`src/rtl/pcig_pkg.sv`:
```
package pcig_pkg;

    // Strobe edges decoded from the bus interface pulses
    typedef struct packed {
        logic rd_rise;
        logic wr_rise;
        logic wr_fall;
    } strobe_ev_t;

    // Any decoded strobe edge takes a new snapshot and clears the request
    function automatic logic ev_capture(input strobe_ev_t ev);
        return ev.rd_rise | ev.wr_rise | ev.wr_fall;
    endfunction

endpackage

```
`src/rtl/pcig_sync.sv`:
```
module pcig_sync #(
    parameter int W      = 8,
    parameter int STAGES = 2
) (
    input  logic         clk,
    input  logic [W-1:0] din,
    output logic [W-1:0] dout
);
    logic [W-1:0] stage_q [STAGES];

    // No reset: the chain keeps sampling during reset so the snapshot can load live levels
    always_ff @(posedge clk) begin
        stage_q[0] <= din;
        for (int i = 1; i < STAGES; i++) begin
            stage_q[i] <= stage_q[i-1];
        end
    end

    assign dout = stage_q[STAGES-1];
endmodule

```
`src/rtl/pcig_strobe_edge.sv`:
```
module pcig_strobe_edge
    import pcig_pkg::*;
(
    input  logic       clk,
    input  logic       rst,
    input  logic       rd_stb,
    input  logic       wr_stb,
    output strobe_ev_t ev
);
    logic rd_q, wr_q;

    always_ff @(posedge clk) begin
        if (rst) begin
            rd_q <= 1'b0;
            wr_q <= 1'b0;
        end else begin
            rd_q <= rd_stb;
            wr_q <= wr_stb;
        end
    end

    always_comb begin
        ev.rd_rise = rd_stb & ~rd_q;
        ev.wr_rise = wr_stb & ~wr_q;
        ev.wr_fall = ~wr_stb & wr_q;
    end
endmodule

```
`src/rtl/pcig_snap_cmp.sv`:
```
module pcig_snap_cmp
    import pcig_pkg::*;
#(
    parameter int W = 8
) (
    input  logic         clk,
    input  logic         rst,
    input  logic [W-1:0] pins_sync,
    input  strobe_ev_t   ev,
    output logic [W-1:0] snap,
    output logic         pend
);
    logic cap;
    assign cap = ev_capture(ev);

    always_ff @(posedge clk) begin
        if (rst) begin
            snap <= pins_sync;
            pend <= 1'b0;
        end else if (cap) begin
            snap <= pins_sync;
            pend <= 1'b0;
        end else begin
            pend <= (pins_sync != snap);
        end
    end
endmodule

```
`src/rtl/port_chg_irq.sv`:
```
module port_chg_irq
    import pcig_pkg::*;
#(
    parameter int PIN_W         = 8,
    parameter int SYNC_STAGES   = 2,
    parameter int LAT_BOUND_CYC = 200
) (
    input  logic             clk,
    input  logic             rst,
    input  logic [PIN_W-1:0] pin_i,
    input  logic             rd_stb,
    input  logic             wr_stb,
    output logic             int_drive_low,
    output logic             int_pending
);
    localparam int REPORT_LAT = SYNC_STAGES + 1;

    logic [PIN_W-1:0] pins_sync;
    logic [PIN_W-1:0] snap_q;
    strobe_ev_t       ev;
    logic             capture;
    logic             pend_q;

    pcig_sync #(.W(PIN_W), .STAGES(SYNC_STAGES)) u_sync (
        .clk  (clk),
        .din  (pin_i),
        .dout (pins_sync)
    );

    pcig_strobe_edge u_edge (
        .clk    (clk),
        .rst    (rst),
        .rd_stb (rd_stb),
        .wr_stb (wr_stb),
        .ev     (ev)
    );

    pcig_snap_cmp #(.W(PIN_W)) u_core (
        .clk       (clk),
        .rst       (rst),
        .pins_sync (pins_sync),
        .ev        (ev),
        .snap      (snap_q),
        .pend      (pend_q)
    );

    assign capture       = ev_capture(ev);
    assign int_pending   = pend_q;
    assign int_drive_low = pend_q;

    // The worst-case report latency must fit inside the bound
    initial begin
        if (REPORT_LAT >= LAT_BOUND_CYC) begin
            $error("LAT_BOUND_CYC too small for SYNC_STAGES");
        end
    end
endmodule

```
`config.mk`:
```
export PLATFORM = sky130hd
export DESIGN_NAME = port_chg_irq
export DESIGN_NICKNAME = d
export VERILOG_FILES = /design/src/rtl/pcig_pkg.sv /design/src/rtl/pcig_sync.sv /design/src/rtl/pcig_strobe_edge.sv /design/src/rtl/pcig_snap_cmp.sv /design/src/rtl/port_chg_irq.sv
export SDC_FILE = /design/constraint.sdc
export NUM_CORES = 1
export LEC_CHECK = 0
export BUFFER_PORTS_ARGS = -buffer_cell sky130_fd_sc_hd__buf_4
export CAP_MARGIN = 20
export CORE_MARGIN = 4
export CORE_UTILIZATION = 50
export DETAILED_ROUTE_END_ITERATION = 16
export PLACE_DENSITY = 0.74
export REMOVE_ABC_BUFFERS = 1
export SYNTH_ARGS = -nofsm -noshare
export SYNTH_HDL_FRONTEND = slang
export SYNTH_HIERARCHICAL = 1
export SYNTH_SLANG_ARGS = --single-unit
```
`constraint.sdc`:
```
create_clock -name clk -period 2.35 [get_ports clk]
set_input_delay 0 -clock clk [delete_from_list [all_inputs] [get_ports clk]]
set_output_delay 0 -clock clk [all_outputs]
set_load 0.01 [all_outputs]
```
==> qor.txt <==
DP Wirelength: 682.7 microns
outcome: complete, no violations
Die W: 48.46 microns
CP Capture Type: register
clk sinks: 27
CTS max path bufs: 2
root buffer cell: clkbuf_4
area delta synth->final: 23.24%
r2r worst-path depth: 2
worst-margin pin slew: 0.2718 ns
proportion of layout cells with a drive suffix above 1: 25.00%
Nets: 85
GPL Wtd Cong: 0.5891
DRC: 0
post-synthesis sequential area ratio: 75.84%
Die Ht: 48.46 microns
first-pass GRT wire length: 1814 microns
post-route cell area: 1008 sq um
die area: 2348 sq um
Hold WC Path Type: primary input to register
CTS Buf Count: 3
CP arrival: 1.42 ns
FP Rows: 14
ANT cells: 0
Syn Inst Count: 53
final-report hold violation count: 0
PortBufs: 13
YS warnings: 6
CP required: 2.42 ns
total power divided by cell area: 775.3 nW/um^2
Worst Slack Setup Final: 1.001 ns
Worst Clk Skew: 0.009135 ns
# IOs: 14
crit path kind: primary input to register
worst skew pair latency: 0.33 ns
fillers: 103
1st-pass router iterations: 2
CTS clock-pin slew for the worst setup and hold paths: 0.14 ns
RSZ-0062 raised after global routing: no
antenna viol nets, final: 0
Max FO, Critical Path: 9
vias in the first global route: 417
Core Box Area: 1524 sq um
setup TNS: 0 ns
routed length per instance: 12.15 microns
Total GRT Usage: 10.32%
Storage cell area: 620.6 sq um
post-route non-filler standard cell count: 88
Synth cell types: 8
initial antenna violation count: 0
Initial DRC Count: 2
postcts setup bufs: 0
Tmin final: 1.349 ns
crit path launch type: primary input
hold bufs inserted after CTS: 11
worst-path cell with the longest stage delay: or4_4
Max Cap Violations: 0
htree depth: 1
crit-path cells: dlygate4sd3_1 -> buf_4 -> nor2b_1 -> or4_4
largest net degree at the start of global routing: 17
total wire length: 1069 microns
final max-slew violation count: 0
post-placement cell count: 73
Worst path max stage delay: 0.61 ns
Avg Inst Size Synth: 15.44 sq um
P_leak: 0.4194 nW
Slew HR: 81.71%
vias: 398
multi-input logic area: 130.1 sq um
Setup WS pre-CTS: 1.085 ns
Setup-failing EPs final: 0
post-CTS resize count: 0
Hold Path Depth: 4
Max rail drop VDD: 658.3 uV
Synth Cell Area: 818.3 sq um
Synth Register Bits: 27
maximum clock rate: 741.4 MHz
CTS tree: done
Starting Density: 53.69%
Final Cycle Share: 57.40%
total gr overflow: 0
Via-to-Cell Ratio: 4.523
placed instance area: 868.3 sq um
[worst max-delay path: cells and delay by family]
kind | cells | cell delay, ns
buf+inv | 2 | 0.68
simple gates | 2 | 0.74
[flip-flops by register name, summed over array words and instances, names as in the netlist]
register	cells
u_core/pend	1
u_core/snap	8
u_edge/rd_q	1
u_edge/wr_q	1
u_sync/stage_q	16
[through the flow]
step / util, % / power [mW] / hold WS [ns]
3_3_place_gp: 56.98 / 0.5750 / 0.1042
4_1_cts: 66.17 / 0.7821 / 0.1719
5_1_grt: 66.17 / 0.8092 / 0.1793
6_report: 66.17 / 0.7819 / 0.1616
3_5_place_dp: 56.98 / 0.5792 / 0.1055
2_1_floorplan: - / 0.5540 / 0.02772
[cell families after synthesis]
logic type             share of synthesized area [%]
XOR/XNOR                                       8.563
AND/OR/NAND/NOR                                6.727
flip-flops                                     75.84
AO/OA/AOI/OAI                                 0.6110
buffers and inverters                          8.256
[metal layers]
metal | up-vias | wire length (microns) | GRT usage, %
met2 | 12 | 541 | 16.74
met4 | 0 | 38 | 8.072
met3 | 4 | 55 | 2.761
met1 | 178 | 435 | 11.22
met5 | - | 0 | 0
li1 | 204 | - | -
[power breakdown]
part	total [mW]	leakage [nW]	internal, mW	switching, mW
clock	0.199	0.0139	0.0651	0.134
sequential	0.525	0.242	0.512	0.0129
combinational	0.0576	0.163	0.0385	0.0191
total	0.782	0.419	0.616	0.166
[cell type report]
type / count / share of cell area (%)
clock inverter: 1 / 0.7444
sequential: 27 / 61.54
multi-input combinational: 17 / 12.90
tap: 16 / 1.985
timing repair buffer: 24 / 20.60
clock buffer: 3 / 2.233
[cell usage after synthesis, drive strengths merged]
cell	number	area (sq um)
edfxtp	8	240.2
dfxtp	19	380.4
nor4	2	12.51
nor2b	5	31.28
buf	9	67.56
a21oi	1	5.000
xor2	8	70.07
or4	1	11.26
[cells in the final DEF (no fill, tap or decap), drive strengths merged]
master        n
nor4          2
clkinvlp      1
a21oi         1
dlygate4sd3  11
xor2          8
edfxtp        8
clkbuf        3
nor2b         5
or4           1
buf          13
dfxtp        19
[worst paths after layout]
check | from | to | slack, ns
max | wr_stb | u_core/snap[3] | 1.00
min | rd_stb | u_core/pend | 0.16
max reg2reg | u_edge/wr_q | u_core/snap[3] | 1.07
min reg2reg | u_sync/stage_q[0][1] | u_sync/stage_q[0][9] | 0.34
(Power assumes the default switching activity.)
